`config.mk`:
```
export PLATFORM = sky130hd
export DESIGN_NAME = irq_dispatch
export DESIGN_NICKNAME = d
export VERILOG_FILES = /design/src/rtl/irqd_pkg.sv /design/src/rtl/irqd_prio.sv /design/src/rtl/irqd_hang.sv /design/src/rtl/irqd_seq.sv /design/src/rtl/irq_dispatch.sv
export SDC_FILE = /design/constraint.sdc
export NUM_CORES = 1
export LEC_CHECK = 0
export BUFFER_PORTS_ARGS = -buffer_cell sky130_fd_sc_hd__clkbuf_2
export CAP_MARGIN = 20
export CELL_PAD_IN_SITES_DETAIL_PLACEMENT = 1
export CELL_PAD_IN_SITES_GLOBAL_PLACEMENT = 2
export CORE_ASPECT_RATIO = 0.8
export CORE_MARGIN = 5
export CORE_UTILIZATION = 30
export DETAILED_ROUTE_END_ITERATION = 8
export GPL_TIMING_DRIVEN = 0
export HOLD_SLACK_MARGIN = 0.1
export PLACE_DENSITY_LB_ADDON = 0.1
export SLEW_MARGIN = 20
export SYNTH_ARGS = -nofsm -noshare
export SYNTH_HDL_FRONTEND = slang
export SYNTH_HIERARCHICAL = 1
export SYNTH_SLANG_ARGS = --single-unit
```
`constraint.sdc`:
```
create_clock -name clk -period 1.7 [get_ports clk]
set_input_delay 0.34 -clock clk [delete_from_list [all_inputs] [get_ports clk]]
set_output_delay 0.34 -clock clk [all_outputs]
set_load 0.1 [all_outputs]
```
`src/rtl/irqd_pkg.sv`:
```
package irqd_pkg;
  typedef enum logic [0:0] {
    ST_IDLE  = 1'b0,
    ST_SERVE = 1'b1
  } irqd_state_e;
endpackage

```
`src/rtl/irqd_prio.sv`:
```
// Fixed-priority pick: bit 0 of the combined vector wins.
module irqd_prio #(
  parameter int N  = 16,
  localparam int IW = $clog2(N)
) (
  input  logic [N-1:0]  vec,
  output logic          valid,
  output logic [IW-1:0] idx
);
  logic [N:0]   seen;
  logic [N-1:0] first;

  assign seen[0] = 1'b0;

  genvar g;
  generate
    for (g = 0; g < N; g++) begin : g_chain
      assign seen[g+1] = seen[g] | vec[g];
      assign first[g]  = vec[g] & ~seen[g];
    end
  endgenerate

  assign valid = seen[N];

  always_comb begin
    idx = '0;
    for (int i = 0; i < N; i++) begin
      if (first[i]) idx = idx | IW'(i);
    end
  end
endmodule

```
`src/rtl/irqd_hang.sv`:
```
// Counts consecutive edges with a request whose enable bit is clear.
module irqd_hang #(
  parameter int SLOTS    = 8,
  parameter int HANG_LIM = 1024,
  localparam int CW      = $clog2(HANG_LIM + 1)
) (
  input  logic             clk,
  input  logic             rst_n,
  input  logic [SLOTS-1:0] ext_req,
  input  logic [SLOTS-1:0] ext_mask,
  input  logic [SLOTS-1:0] int_req,
  input  logic [SLOTS-1:0] int_mask,
  output logic             hang
);
  logic          stray;
  logic          cnt_en;
  logic [CW-1:0] cnt_q, cnt_d;

  assign stray = |((ext_req & ~ext_mask) | (int_req & ~int_mask));

  always_comb begin
    cnt_en = 1'b0;
    cnt_d  = cnt_q;
    if (!stray) begin
      cnt_en = (cnt_q != '0);
      cnt_d  = '0;
    end else if (cnt_q != CW'(HANG_LIM)) begin
      cnt_en = 1'b1;
      cnt_d  = cnt_q + 1'b1;
    end
  end

  always_ff @(posedge clk or negedge rst_n) begin
    if (!rst_n)      cnt_q <= '0;
    else if (cnt_en) cnt_q <= cnt_d;
  end

  assign hang = (cnt_q == CW'(HANG_LIM));
endmodule

```
`src/rtl/irqd_seq.sv`:
```
// Service sequencer: save, select, chain, restore.
module irqd_seq
  import irqd_pkg::*;
#(
  parameter int SLOTS = 8,
  localparam int SW   = $clog2(SLOTS),
  localparam int IW   = SW + 1
) (
  input  logic             clk,
  input  logic             rst_n,
  input  logic             pick_valid,
  input  logic [IW-1:0]    pick_idx,
  input  logic [SLOTS-1:0] cur_sel,
  input  logic             svc_done,
  output logic [SLOTS-1:0] sel_out,
  output logic             sel_we,
  output logic             vec_req,
  output logic             busy,
  output logic             tag_grp,
  output logic [SW-1:0]    tag_idx
);
  irqd_state_e      state_q, state_d;
  logic [SLOTS-1:0] sel_q, sel_d, save_q;
  logic             save_en, sel_en, tag_en;
  logic             we_q, we_d, vec_q, vec_d;
  logic             grp_q, grp_d;
  logic [SW-1:0]    idx_q, idx_d;
  logic [SLOTS-1:0] pick_oh;

  assign pick_oh = {{(SLOTS-1){1'b0}}, 1'b1} << pick_idx[SW-1:0];

  always_comb begin
    state_d = state_q;
    sel_d   = sel_q;
    grp_d   = grp_q;
    idx_d   = idx_q;
    save_en = 1'b0;
    sel_en  = 1'b0;
    tag_en  = 1'b0;
    we_d    = 1'b0;
    vec_d   = 1'b0;
    unique case (state_q)
      ST_IDLE: begin
        if (pick_valid) begin
          save_en = 1'b1;
          sel_en  = 1'b1;
          tag_en  = 1'b1;
          sel_d   = pick_oh;
          grp_d   = pick_idx[SW];
          idx_d   = pick_idx[SW-1:0];
          we_d    = 1'b1;
          vec_d   = 1'b1;
          state_d = ST_SERVE;
        end
      end
      ST_SERVE: begin
        if (svc_done) begin
          sel_en = 1'b1;
          tag_en = 1'b1;
          we_d   = 1'b1;
          if (pick_valid) begin
            sel_d = pick_oh;
            grp_d = pick_idx[SW];
            idx_d = pick_idx[SW-1:0];
            vec_d = 1'b1;
          end else begin
            sel_d   = save_q;
            grp_d   = 1'b0;
            idx_d   = '0;
            state_d = ST_IDLE;
          end
        end
      end
      default: state_d = ST_IDLE;
    endcase
  end

  always_ff @(posedge clk or negedge rst_n) begin
    if (!rst_n) begin
      state_q <= ST_IDLE;
      we_q    <= 1'b0;
      vec_q   <= 1'b0;
    end else begin
      state_q <= state_d;
      we_q    <= we_d;
      vec_q   <= vec_d;
    end
  end

  always_ff @(posedge clk or negedge rst_n) begin
    if (!rst_n)       save_q <= '0;
    else if (save_en) save_q <= cur_sel;
  end

  always_ff @(posedge clk or negedge rst_n) begin
    if (!rst_n)      sel_q <= '0;
    else if (sel_en) sel_q <= sel_d;
  end

  always_ff @(posedge clk or negedge rst_n) begin
    if (!rst_n) begin
      grp_q <= 1'b0;
      idx_q <= '0;
    end else if (tag_en) begin
      grp_q <= grp_d;
      idx_q <= idx_d;
    end
  end

  assign sel_out = sel_q;
  assign sel_we  = we_q;
  assign vec_req = vec_q;
  assign busy    = (state_q == ST_SERVE);
  assign tag_grp = grp_q;
  assign tag_idx = idx_q;
endmodule

```
`src/rtl/irq_dispatch.sv`:
```
// Masked lowest-first interrupt dispatcher (top). SLOTS must be a power of two.
module irq_dispatch #(
  parameter int                SLOTS    = 8,
  parameter int                HANG_LIM = 1024,
  parameter int                WIN_AW   = 11,
  parameter logic [WIN_AW-1:0] VEC_OFS  = 11'h008,
  localparam int               SW       = $clog2(SLOTS),
  localparam int               NALL     = 2 * SLOTS
) (
  input  logic              clk,
  input  logic              rst_n,
  input  logic [SLOTS-1:0]  ext_req,
  input  logic [SLOTS-1:0]  int_req,
  input  logic [SLOTS-1:0]  ext_mask,
  input  logic [SLOTS-1:0]  int_mask,
  input  logic [SLOTS-1:0]  cur_sel,
  input  logic              svc_done,
  output logic [SLOTS-1:0]  sel_out,
  output logic              sel_we,
  output logic              vec_req,
  output logic [WIN_AW-1:0] vec_addr,
  output logic              busy,
  output logic              tag_grp,
  output logic [SW-1:0]     tag_idx,
  output logic              hang
);
  // External slots occupy the low half so they outrank internal ones.
  logic [NALL-1:0] eligible;
  logic            pick_valid;
  logic [SW:0]     pick_idx;

  assign eligible = {int_req & int_mask, ext_req & ext_mask};

  irqd_prio #(.N(NALL)) u_prio (
    .vec   (eligible),
    .valid (pick_valid),
    .idx   (pick_idx)
  );

  irqd_seq #(.SLOTS(SLOTS)) u_seq (
    .clk        (clk),
    .rst_n      (rst_n),
    .pick_valid (pick_valid),
    .pick_idx   (pick_idx),
    .cur_sel    (cur_sel),
    .svc_done   (svc_done),
    .sel_out    (sel_out),
    .sel_we     (sel_we),
    .vec_req    (vec_req),
    .busy       (busy),
    .tag_grp    (tag_grp),
    .tag_idx    (tag_idx)
  );

  irqd_hang #(.SLOTS(SLOTS), .HANG_LIM(HANG_LIM)) u_hang (
    .clk      (clk),
    .rst_n    (rst_n),
    .ext_req  (ext_req),
    .ext_mask (ext_mask),
    .int_req  (int_req),
    .int_mask (int_mask),
    .hang     (hang)
  );

  assign vec_addr = vec_req ? VEC_OFS : '0;
endmodule

```
==> metrics.md, run 1 <==
| Metric | Value |
|---|---|
| Run status | finished with violations |
| Violations in the final reports | setup timing |
| Std-Cell Rows | 27 |
| Fraction of layout cells with a size suffix above 1 | a little over half |
| Latest clock arrival within the worst-skew pair | slightly below 0.3 ns |
| Transition time of the tightest slew-check pin | between 0.9 and 1 ns |
| Maximum number of pins on one net before global-route repair | 35 |
| Post-synthesis area per instance | between 9 and 10 um^2 |
| PortBufs | 59 |
| Kind of end point of the critical path | output port |
| Setup ws final | -0.2461 ns |
| Vias per Instance | around 4.6 |
| Worst path max stage delay | around 0.4 ns |
| Arrival time at the worst endpoint | 1.61 ns |
| Post-synthesis simple-gate area fraction | between 20% and 30% |
| Gpl congestion | 0.7160 |
| Finish-stage setup viols | 9 |
| Max Cap Violations | 0 |
| Reg-to-reg slack, setup | ~0.1 ns |
| Residual antenna-violating net count after detailed routing | 0 |
| Top fanout value on the critical path | 2 |
| Vertical die dimension | ~86 um |
| Average wire per cell in the routed design | between 15 and 20 um |
| Slew Viols, Final | 0 |
| Root buffer cell | sky130_fd_sc_hd__clkbuf_8 |
| Total grt overflow | 0 |
| Worst Path Class, Setup | register to output port |
| Top-area cell type share of the netlist area | 39.79% |
| Beginning of the worst register-to-register path | u_hang/cnt_q[9] |
| Pwr Density | 994.0 nW/um^2 |
| Cells along the critical path | nor4_2 -> and4b_1 -> and2_4 -> clkbuf_16 |
| Number of violations reported at the end of detailed-routing iteration 0 | 39 |
| Post-Route Utilization | 45.69% |
| Die span in x | 104.4 um |
| H-tree levels | 2 |
| Vias in the first global route | approximately 2100 |
| Capture instance of the worst register-to-register path | u_hang/cnt_q[1] |
| Compound-Gate Fraction of Synth Area | between 10% and 20% |
| Top achievable clock speed | 513.8 MHz |
| Instance count of the mapped netlist | roughly 220 |
| Effective utilization at floorplan | around 30% |
| Setup repair after global routing missed its margin | true |
| Final worst-path cycle share | 114.5% |
| Primary flip-flop cell chosen by synthesis mapping | sky130_fd_sc_hd__dfrtp_1 |
| Filler cell count | 792 |
| Cell total after placement | 372 |
| Cell family contributing the most delay on the critical path | simple AND/OR/NAND/NOR gates |
| Post-detail-place hpwl | between 4 and 5 mm |
| Worst clock skew | 0.004582 ns |
| CP Buf/Inv Count | 1 |
| Leading area contributor after synthesis | sky130_fd_sc_hd__dfrtp_1 |
| Net count of the finished layout | about 360 |
| Relative slew slack | between 30% and 40% |
| Initial antenna violation count | 0 |
| DRT Wirelength | roughly 6.1 mm |
| Setup slack at placement | -0.7728 ns |
| Non-filler cells in the finished layout | 405 |
| CTS clock-pin slew for the worst setup and hold paths | ~0.070 ns |
| Standby leakage power | roughly 1.4 nW |
| Worst-path cell with the longest stage delay | sky130_fd_sc_hd__dfrtp_1 |
| Largest family of logic cells by synthesized area | simple AND/OR/NAND/NOR gates |
| Area share of xor/xnor cells in the synthesized design | approximately 4.1% |
| Fraction of synthesized area in multiplexers | about 4.2% |
| Critical path data required time | between 1 and 1.5 ns |
| Share of flip-flops with an asynchronous set or reset | 100.0% |
| Register bit count reported by yosys | 34 |
| I/O Pins | 70 |
| Core footprint | slightly below 7000 um^2 |
| Number of flops mapped to enable cells by yosys | 0 |
| Overall power consumption | 0.003145 W |
| CTS Buf Count | 5 |
| DR vias | around 1900 |
| Global-route wire length before repair | between 10 and 15 mm |
| Post-Synthesis Cell Area | around 2100 um^2 |
| Total global routing track utilization | 14.22% |
| Largest voltage drop on the vdd net | 0.0005861 V |
| Residual DRC | 0 |
| Total placed instance area | about 2600 um^2 |
| CTS tree | yes |
| Router iterations before antenna repair | 4 |
| Sequential-to-total area share from yosys stat | 39.79% |
| Arithmetic-cell share of the synthesized area counting full adders, half adders and majority gates | 1.170% |
| Crit path time final | about 2 ns |
| Maximum buffer depth of the clock tree | 2 |
| TritonCTS Sinks | 34 |
| Die area | 8926 um^2 |
| Area added between synthesis and finish | 47.98% |
| R2R depth | 6 |
| Number of warnings issued by yosys | 6 |
| Antenna diodes | 0 |
| Path class of the lowest-slack min-delay path | input pin to async pin |
| Cell variety after synth | 49 |
| Leading post-synthesis cells by cell area | sky130_fd_sc_hd__dfrtp_1 (40%), sky130_fd_sc_hd__and2_1 (4.7%), sky130_fd_sc_hd__nor2_1 (4.6%) |
| Post-Layout Inst Area | 3164 um^2 |
| Startpoint class of the critical path | register |
| Endpoints failing hold | 0 |
-- power breakdown --
part	switching (W)	leakage (nW)	total [W]	internal, W
sequential	0.000195	0.411	0.00120	0.00100
clock	0.000310	0.0472	0.000636	0.000326
combinational	0.000803	0.979	0.00131	0.000509
total	0.00131	1.44	0.00315	0.00184
-- worst max path at each step --
stage / startpoint / to / cells past startpoint
6_report: u_hang/cnt_q[9] / hang / 4
5_1_grt: u_hang/cnt_q[9] / hang / 4
3_3_place_gp: ext_req[4] / u_seq/sel_out[4] / 8
3_5_place_dp: ext_req[4] / u_seq/sel_out[4] / 8
2_1_floorplan: int_req[3] / u_seq/sel_out[6] / 11
4_1_cts: u_hang/cnt_q[9] / hang / 4
-- routing by layer --
layer | vias to the layer above | wire, um | global-route usage, %
met4 | 0 | 71 | 4.235
met1 | 913 | 2816 | 18.36
met5 | - | 0 | 0
met3 | 7 | 237 | 3.461
met2 | 34 | 2996 | 23.69
li1 | 927 | - | -
-- cells in the mapped netlist (all sizes together), types with 2 or more instances --
cell type	count
a22o	4
ha	2
mux2	8
a21oi	6
nand3b	3
xor2	4
dfrtp	34
xnor2	6
inv	9
nor4	6
buf	15
nand2b	15
and2	18
nor2	28
and3	2
nor3	7
a31oi	5
a32oi	3
nand2	15
o21ai	2
nor2b	4
o2111ai	4
nand3	5
-- cells in the final DEF, fill, tap and decap left out, types with 3 or more instances in the layout --
cell type                   netlist  routed
sky130_fd_sc_hd__nand3_1          5       4
sky130_fd_sc_hd__nand2_1         14      14
sky130_fd_sc_hd__a31oi_2          5       4
sky130_fd_sc_hd__nor4_4           4       5
sky130_fd_sc_hd__a22o_1           4       4
sky130_fd_sc_hd__xnor2_1          6       6
sky130_fd_sc_hd__nor2_4           0       8
sky130_fd_sc_hd__a21oi_2          3       4
sky130_fd_sc_hd__inv_1            8       8
sky130_fd_sc_hd__nor3_1           7       5
sky130_fd_sc_hd__conb_1           1      10
sky130_fd_sc_hd__and2_1          16       6
sky130_fd_sc_hd__buf_6            1       8
sky130_fd_sc_hd__nor2_1          26      18
sky130_fd_sc_hd__o2111ai_1        3       3
sky130_fd_sc_hd__clkbuf_8         0       6
sky130_fd_sc_hd__nor2b_4          0       3
sky130_fd_sc_hd__and2_4           0      11
sky130_fd_sc_hd__clkbuf_2         0      57
sky130_fd_sc_hd__xor2_1           4       4
sky130_fd_sc_hd__nand2b_1        14      13
sky130_fd_sc_hd__buf_4           12      32
sky130_fd_sc_hd__nand3b_1         3       3
sky130_fd_sc_hd__a32oi_2          0       3
sky130_fd_sc_hd__mux2_2           8       8
sky130_fd_sc_hd__dfrtp_1         34      33
-- what timing repair did --
item                       in CTS  in global routing
gates resized for setup        53                 14
hold buffers                    0                  0
pin swaps                      22                 13
setup endpoints to repair      14                 24
buffers inserted               21                  7
cloned                          1                  0
hold endpoints to repair        0                  0
-- flip-flops by register name, indices dropped and copies added, names as in the netlist --
| signal | count |
|---|---|
| u_seq/tag_idx | 3 |
| u_seq/vec_req | 1 |
| u_seq/tag_grp | 1 |
| u_hang/cnt_q | 11 |
| u_seq/sel_we | 1 |
| u_seq/busy | 1 |
| u_seq/sel_out | 8 |
| u_seq/save_q | 8 |
-- logic make-up after synthesis --
kind of cell	Yosys count
buf+inv	26
xor+xnor	10
simple gates	106
other cells	1
fa+ha+maj	2
compound gates	30
flops	34
mux	8
-- per-stage QoR --
| step | hold slack, ns | TNS [ns] |
|---|---|---|
| 6_report | 0.1746 | -0.8303 |
| 3_3_place_gp | 0.4895 | -9.733 |
| 4_1_cts | 0.1982 | -0.4964 |
| 2_1_floorplan | 0.04441 | -2.949 |
| 5_1_grt | 0.2340 | -1.624 |
| 3_5_place_dp | 0.4974 | -9.883 |
-- layout make-up --
cell class              count  area, um^2  share of cell area [%]
well taps                  87       108.9                   3.440
flip-flops and latches     34       852.1                   26.93
plain buffers              13       110.1                   3.480
repair buffers             87       578.1                   18.27
clock buffers               6       82.58                   2.610
multi-input cells         166        1380                   43.61
inverters                  10       40.04                   1.265
clock inverters             2       12.51                  0.3954
Note: power is estimated with default switching activity, not from simulation.
==> run 2, diff against run 1 <==
TNS_END_PERCENT = 20   (was not set)
==> metrics.md, run 2 (synthesized netlist as in run 1, its figures left out) <==
| Metric | Value |
|---|---|
| Run status | finished with violations |
| Violations in the final reports | setup timing |
| Residual DRC | 0 (unchanged) |
| Transition time of the tightest slew-check pin | 0.8894 ns (-0.01121 ns) |
| Slew Viols, Final | 0 (unchanged) |
| Sw frac | 40.04% (-1.5 points) |
| TritonCTS Sinks | 34 (unchanged) |
| Top fanout value on the critical path | 2 (unchanged) |
| Average wire per cell in the routed design | 14.65 um (-3.1%) |
| Fraction of power consumed by the clock network | 22.8% (+2.6 points) |
| Die area | 8926 um^2 (unchanged) |
| Max Cap Violations | 0 (unchanged) |
| Crit path time final | 1.946 ns (-0.0006030 ns) |
| Worst clock skew | 0.004877 ns (+0.0002950 ns) |
| Part of the power in registers | 38.0% (about the same) |
| Net count of the finished layout | 357 (-1.4%) |
| Residual antenna-violating net count after detailed routing | 0 (unchanged) |
| CTS Buf Count | 5 (unchanged) |
| Arrival time at the worst endpoint | 1.61 ns (about the same) |
| CTS clock-pin slew for the worst setup and hold paths | 0.08 ns (about the same) |
| Root buffer cell | sky130_fd_sc_hd__clkbuf_8 |
| Setup ws final | -0.2455 ns (+0.0006030 ns) |
| Power spent charging and discharging nets | 0.001292 W (-1.2%) |
| Die span in x | 104.4 um (unchanged) |
| Relative slew slack | 40.71% (+0.75 points) |
| CTS tree | yes |
| Fraction of layout cells with a size suffix above 1 | 51.12% (-3.3 points) |
| Pwr Density | 1046 nW/um^2 (+5.2%) |
| Standby leakage power | 1.415 nW (-1.6%) |
| Std-Cell Rows | 27 (unchanged) |
| Post-CTS Hold Buffers | 0 (unchanged) |
| Core footprint | 6925 um^2 (unchanged) |
| Worst Path Class, Setup | register to output port |
| Total grt overflow | 0 (unchanged) |
| Global-route wire length before repair | 9.708 mm (-6.5%) |
| Most flop-heavy register | u_hang/cnt_q |
| Endpoints failing hold | 0 (unchanged) |
| H-tree levels | 2 (unchanged) |
| Gpl congestion | 0.7241 (+1.1%) |
| Kind of end point of the critical path | output port |
| Combinational power share | 39.3% (-2.4 points) |
| Final worst-path cycle share | 114.4% (about the same) |
| Maximum buffer depth of the clock tree | 2 (unchanged) |
| Vertical die dimension | 85.51 um (unchanged) |
| Finish-stage setup viols | 9 (unchanged) |
| Area added between synthesis and finish | 44.24% |
| Startpoint class of the critical path | register |
| DRT Wirelength | 5.859 mm (-4.3%) |
| Top achievable clock speed | 514.0 MHz (about the same) |
| Initial antenna violation count | 0 (unchanged) |
| I/O Pins | 70 (unchanged) |
| Worst path max stage delay | 0.43 ns (+0.03 ns) |
| Path class of the lowest-slack min-delay path | input pin to async pin |
| Total global routing track utilization | 13.04% (-1.2 points) |
| Final setup TNS | -0.7947 ns (+0.03563 ns) |
| PortBufs | 59 (unchanged) |
| Max FFs per register | 11 (unchanged) |
| DR vias | 1845 (-1.9%) |
| Cell internal power dissipation | 0.001934 W (+5.3%) |
| Most common cell after layout, fill and taps aside | sky130_fd_sc_hd__clkbuf_2 |
| Post-detail-place hpwl | 4.353 mm (-0.49%) |
| Critical path data required time | 1.36 ns (about the same) |
| Final hold slack | 0.1683 ns (-0.006246 ns) |
| Latest clock arrival within the worst-skew pair | 0.28 ns (about the same) |
| Effective utilization at floorplan | 30.88% (unchanged) |
| Router iterations before antenna repair | 4 (unchanged) |
| Worst-path cell with the longest stage delay | sky130_fd_sc_hd__dfrtp_1 |
| Largest voltage drop on the vdd net | 0.0004546 V (-22%) |
| Overall power consumption | 0.003226 W (+2.6%) |
| Commonest non-fill, non-tap cells in the layout | sky130_fd_sc_hd__clkbuf_2 (56), sky130_fd_sc_hd__dfrtp_1 (32), sky130_fd_sc_hd__buf_4 (29) |
| Vias per Instance | 4.613 (-0.69%) |
| Cells along the critical path | nor4_4 -> and4b_1 -> and2_4 -> clkbuf_16 |
| Antenna diodes | 0 (unchanged) |
| Vias in the first global route | 2009 (-4.0%) |
| Maximum number of pins on one net before global-route repair | 35 (unchanged) |
| Setup repair after global routing missed its margin | true |
| Number of violations reported at the end of detailed-routing iteration 0 | 34 (-13%) |
[run 2: area by class of cell]
| cell class | instances | area [um^2] |
|---|---|---|
| Multi-Input combinational cell | 166 | 1328 |
| Timing Repair Buffer | 81 | 530.5 |
| Buffer | 14 | 115.1 |
| Fill cell | 813 | 3841 |
| Sequential cell | 34 | 853.3 |
| Clock inverter | 3 | 40.04 |
| Clock buffer | 5 | 68.82 |
| Tap cell | 87 | 108.9 |
| Inverter | 10 | 40.04 |
[run 2: timing repair]
item	4_1_cts	5_1_grt
pin swaps	17	12
buffers inserted	14	7
endpoints found under the setup margin	14	20
resized for setup	36	17
gates cloned	1	0
[run 2: critical path, delay by kind of cell, from the launching register on]
family        cells  cell delay (ns)
simple gates      3             0.71
flops             1             0.43
buf+inv           1             0.19
[run 2: power by group through the flow]
stage / Sequential [W] / Combinational, W / Clock (W)
2_1_floorplan: 0.00143 / 0.000610 / 0
3_3_place_gp: 0.00121 / 0.00107 / 0
3_5_place_dp: 0.00121 / 0.00108 / 0
4_1_cts: 0.00121 / 0.00118 / 0.000762
5_1_grt: 0.00126 / 0.00138 / 0.000801
6_report: 0.00122 / 0.00127 / 0.000734
[run 2: worst paths after layout]
kind	start	endpoint	slack, ns	depth (start not counted)
min reg2reg	u_seq/tag_idx[1]	u_seq/tag_idx[1]	0.51	1
min	rst_n	u_hang/cnt_q[2]	0.17	1
min in group clk	cur_sel[5]	u_seq/save_q[5]	0.29	2
max	u_hang/cnt_q[7]	hang	-0.25	4
max reg2reg	u_hang/cnt_q[7]	u_hang/cnt_q[1]	0.03	7
max in group asynchronous	rst_n	u_hang/cnt_q[6]	0.92	1
[run 2: layer usage]
metal	GRT usage, %	part of all wire, %
met3	3.386	4.0
met2	21.16	47
met4	1.412	0.17
met1	18.11	49
met5	0	0
[run 2: through the flow]
step	cell area (um^2)	worst slack, ns	utilization (%)	instances
global route	3084	-0.3176	44.53	400
CTS	2957	-0.2832	42.69	393
global placement	2596	-0.8242	37.49	372
floorplan	2192	-0.3159	-	226
detailed placement	2596	-0.7645	37.49	372
finish	3084	-0.2455	44.53	400
==> run 3, diff against run 2 <==
CORE_UTILIZATION = 29   (was 30)
SYNTH_HIERARCHICAL = not set   (was 1)
==> metrics.md, run 3 <==
| Metric | Value |
|---|---|
| Run status | finished with violations |
| Violations in the final reports | setup timing |
| Maximum buffer depth of the clock tree | 2 (unchanged) |
| Number of warnings issued by yosys | 0 (-6) |
| Latest clock arrival within the worst-skew pair | 0.29 ns (about the same) |
| Global-route wire length before repair | 10.58 mm (+9.0%) |
| Max FFs per register | 11 (unchanged) |
| Leading area contributor after synthesis | sky130_fd_sc_hd__dfrtp_1 |
| Commonest non-fill, non-tap cells in the layout | sky130_fd_sc_hd__clkbuf_2 (54), sky130_fd_sc_hd__buf_4 (35), sky130_fd_sc_hd__dfrtp_1 (33) |
| Leading post-synthesis cells by cell area | sky130_fd_sc_hd__dfrtp_1 (41%), sky130_fd_sc_hd__mux2_2 (6.0%), sky130_fd_sc_hd__nor2_1 (5.1%) |
| Pwr Density | 960.5 nW/um^2 (-8.2%) |
| Finish-stage setup viols | 21 (+12) |
| Arrival time at the worst endpoint | 2.09 ns (+0.48 ns) |
| Slew Viols, Final | 0 (unchanged) |
| Transition time of the tightest slew-check pin | 0.8602 ns (-0.02923 ns) |
| Max Cap Violations | 0 (unchanged) |
| Antenna diodes | 0 (unchanged) |
| Share of flip-flops with an asynchronous set or reset | 100.0% (unchanged) |
| DRT Wirelength | 6.480 mm (+11%) |
| CTS tree | yes |
| Endpoints failing hold | 0 (unchanged) |
| Instance count of the mapped netlist | 225 (+3.7%) |
| Setup slack at placement | -1.137 ns (-0.3727 ns) |
| Startpoint class of the critical path | input pin |
| Largest voltage drop on the vdd net | 0.0004435 V (-2.4%) |
| Die area | 8878 um^2 (-0.54%) |
| Setup ws final | -0.2477 ns (-0.002188 ns) |
| Relative slew slack | 42.65% (+1.9 points) |
| CP Buf/Inv Count | 4 (+3) |
| Effective utilization at floorplan | 29.81% (-1.1 points) |
| Router iterations before antenna repair | 4 (unchanged) |
| Residual antenna-violating net count after detailed routing | 0 (unchanged) |
| Register bit count reported by yosys | 34 (unchanged) |
| Kind of end point of the critical path | register |
| Layer with the highest usage | met2 |
| DR vias | 2052 (+11%) |
| Critical path data required time | 1.85 ns (+0.49 ns) |
| Maximum number of pins on one net before global-route repair | 35 (unchanged) |
| Overall power consumption | 0.003021 W (-6.3%) |
| I/O Pins | 70 (unchanged) |
| Cell family contributing the most delay on the critical path | compound AO/OA/AOI/OAI gates |
| Die span in x | 104.1 um (-0.27%) |
| Crit path time final | 1.948 ns (+0.002188 ns) |
| Most flop-heavy register | u_hang.cnt_q |
| Residual DRC | 0 (unchanged) |
| Post-Synthesis Cell Area | 2054 um^2 (-3.9%) |
| Cells along the critical path | buf_6 -> a222oi_1 -> buf_4 -> nand4_4 -> buf_12 -> nand3b_1 -> o21a_1 -> clkbuf_8 -> nand3b_1 -> o221ai_1 |
| Root buffer cell | sky130_fd_sc_hd__clkbuf_8 |
| Vias in the first global route | 2164 (+7.7%) |
| CTS Buf Count | 5 (unchanged) |
| Worst Path Class, Setup | input pin to register |
| Top achievable clock speed | 513.4 MHz (-0.11%) |
| Vertical die dimension | 85.28 um (-0.27%) |
| Average wire per cell in the routed design | 15.61 um (+6.6%) |
| Most frequent cells after synthesis | sky130_fd_sc_hd__dfrtp_1 (34), sky130_fd_sc_hd__nor2_1 (28), sky130_fd_sc_hd__nand2_1 (22) |
| Top-area cell type share of the netlist area | 41.41% (+1.6 points) |
| Fraction of layout cells with a size suffix above 1 | 46.04% (-5.1 points) |
| Cell variety after synth | 44 (-10%) |
| Number of flops mapped to enable cells by yosys | 0 (unchanged) |
| Sequential-to-total area share from yosys stat | 41.41% (+1.6 points) |
| Total global routing track utilization | 14.51% (+1.5 points) |
| Net count of the finished layout | 373 (+4.5%) |
| Setup repair after global routing missed its margin | true |
| Met3 capacity usage during global routing | 3.498% (+0.11 points) |
| Path class of the lowest-slack min-delay path | input pin to async pin |
| Most common cell after layout, fill and taps aside | sky130_fd_sc_hd__clkbuf_2 |
| Worst path max stage delay | 0.33 ns (-0.10 ns) |
| CP most frequent cell | sky130_fd_sc_hd__nand3b_1 |
| Number of violations reported at the end of detailed-routing iteration 0 | 71 (+110%) |
| Global routing usage on met1 | 19.67% (+1.6 points) |
| Std-Cell Rows | 27 (unchanged) |
| Final worst-path cycle share | 114.6% (+0.13 points) |
| Core footprint | 6892 um^2 (-0.49%) |
| Worst clock skew | 0.006077 ns (+0.001200 ns) |
| Top fanout value on the critical path | 5 (+3) |
| Vias per Instance | 4.945 (+7.2%) |
| Primary flip-flop cell chosen by synthesis mapping | sky130_fd_sc_hd__dfrtp_1 |
| Area added between synthesis and finish | 53.11% |
| Met2 Resource Use GR | 23.38% (+2.2 points) |
| Worst-path cell with the longest stage delay | sky130_fd_sc_hd__a222oi_1 |
| PortBufs | 59 (unchanged) |
| Initial antenna violation count | 0 (unchanged) |
| CTS clock-pin slew for the worst setup and hold paths | 0.07 ns (about the same) |
| TritonCTS Sinks | 34 (unchanged) |
| Standby leakage power | 1.394 nW (-1.5%) |
| Post-detail-place hpwl | 4.802 mm (+10%) |
| Post-synthesis area per instance | 9.131 um^2 (-7.3%) |
| Total grt overflow | 0 (unchanged) |
| Most frequent cell after synthesis | sky130_fd_sc_hd__dfrtp_1 |
| H-tree levels | 2 (unchanged) |
| Gpl congestion | 0.7753 (+7.1%) |
==> run 3: cell types whose count changed after synthesis, sizes merged, moves of 3 or more <==
cell and delta:
a22oi +3, nand2 +7, o22ai +3, a21oi -4
nor3 -4, inv +3, and2 -15, nand4 +4
buf -4, o21ai +4, nor4 -3, mux2 +3
==> run 3: area by class of cell <==
cell class | instances | area [um^2]
Fill cell | 812 | 3746
Timing Repair Buffer | 87 | 600.6
Buffer | 13 | 101.3
Clock buffer | 5 | 68.82
Multi-Input combinational cell | 175 | 1359
Inverter | 12 | 45.04
Tap cell | 87 | 108.9
Sequential cell | 34 | 852.1
Clock inverter | 2 | 10.01
==> run 3: cell families (layout without fill, tap and decap cells) <==
kind of cell             after synthesis  count (layout)  synth area share, %
AO/OA/AOI/OAI                         46              46                16.81
XOR/XNOR                              10              10                4.263
adder cells (fa/ha/maj)                2               2                1.218
buffers and inverters                 25             119                6.577
flip-flops                            34              34                41.41
multiplexers                          11              11                6.029
other                                  1              10               0.1825
AND/OR/NAND/NOR                       96              96                23.51
==> run 3: layer usage <==
metal  wire, um  share of wire, %
met2       3124                48
met4         63              0.97
met1       2972                46
met5          0                 0
met3        319               4.9
==> run 3: per-stage QoR <==
stage | hold WS (ns) | std cells | utilization, % | TNS (ns) | instance area (um^2)
floorplan | 0.04441 | 234 | - | -7.722 | 2100
CTS | 0.1930 | 410 | 42.45 | -1.204 | 2925
detailed placement | 0.4997 | 380 | 36.33 | -26.75 | 2504
global route | 0.2376 | 415 | 45.64 | -4.552 | 3146
finish | 0.1492 | 415 | 45.64 | -2.907 | 3146
global placement | 0.4799 | 380 | 36.33 | -27.02 | 2504
==> run 3: final timing paths <==
check / startpoint / end / slack [ns] / cells after the start
max: ext_req[4] / u_seq.sel_out[3] / -0.25 / 10
min: rst_n / u_hang.cnt_q[9] / 0.15 / 1
max reg2reg: u_seq.busy / u_seq.sel_out[2] / -0.09 / 6
min reg2reg: u_seq.tag_idx[0] / u_seq.tag_idx[0] / 0.51 / 1
max in group asynchronous: rst_n / u_hang.cnt_q[3] / 0.96 / 1
min in group clk: cur_sel[0] / u_seq.save_q[0] / 0.28 / 2
==> run 3: timing repair <==
item                                    CTS  global route
pin swaps                                16            21
hold endpoints to repair                  0             0
gates resized for setup                  29            33
setup buffers                            23             5
endpoints found under the setup margin   32            31
hold buffers                              0             0
==> run 3: where the power goes <==
group	internal (W)	total (W)	switching, W
Sequential	0.000996	0.00119	0.000195
Clock	0.000275	0.000567	0.000292
Combinational	0.000471	0.00126	0.000793
Total	0.00174	0.00302	0.00128
==> run 3: worst register-to-register path, delay by kind of cell (launching register included) <==
kind | cells | cell delay [ns]
AO/OA/AOI/OAI | 3 | 0.47
flip-flops | 1 | 0.40
buffers and inverters | 2 | 0.44
AND/OR/NAND/NOR | 1 | 0.41
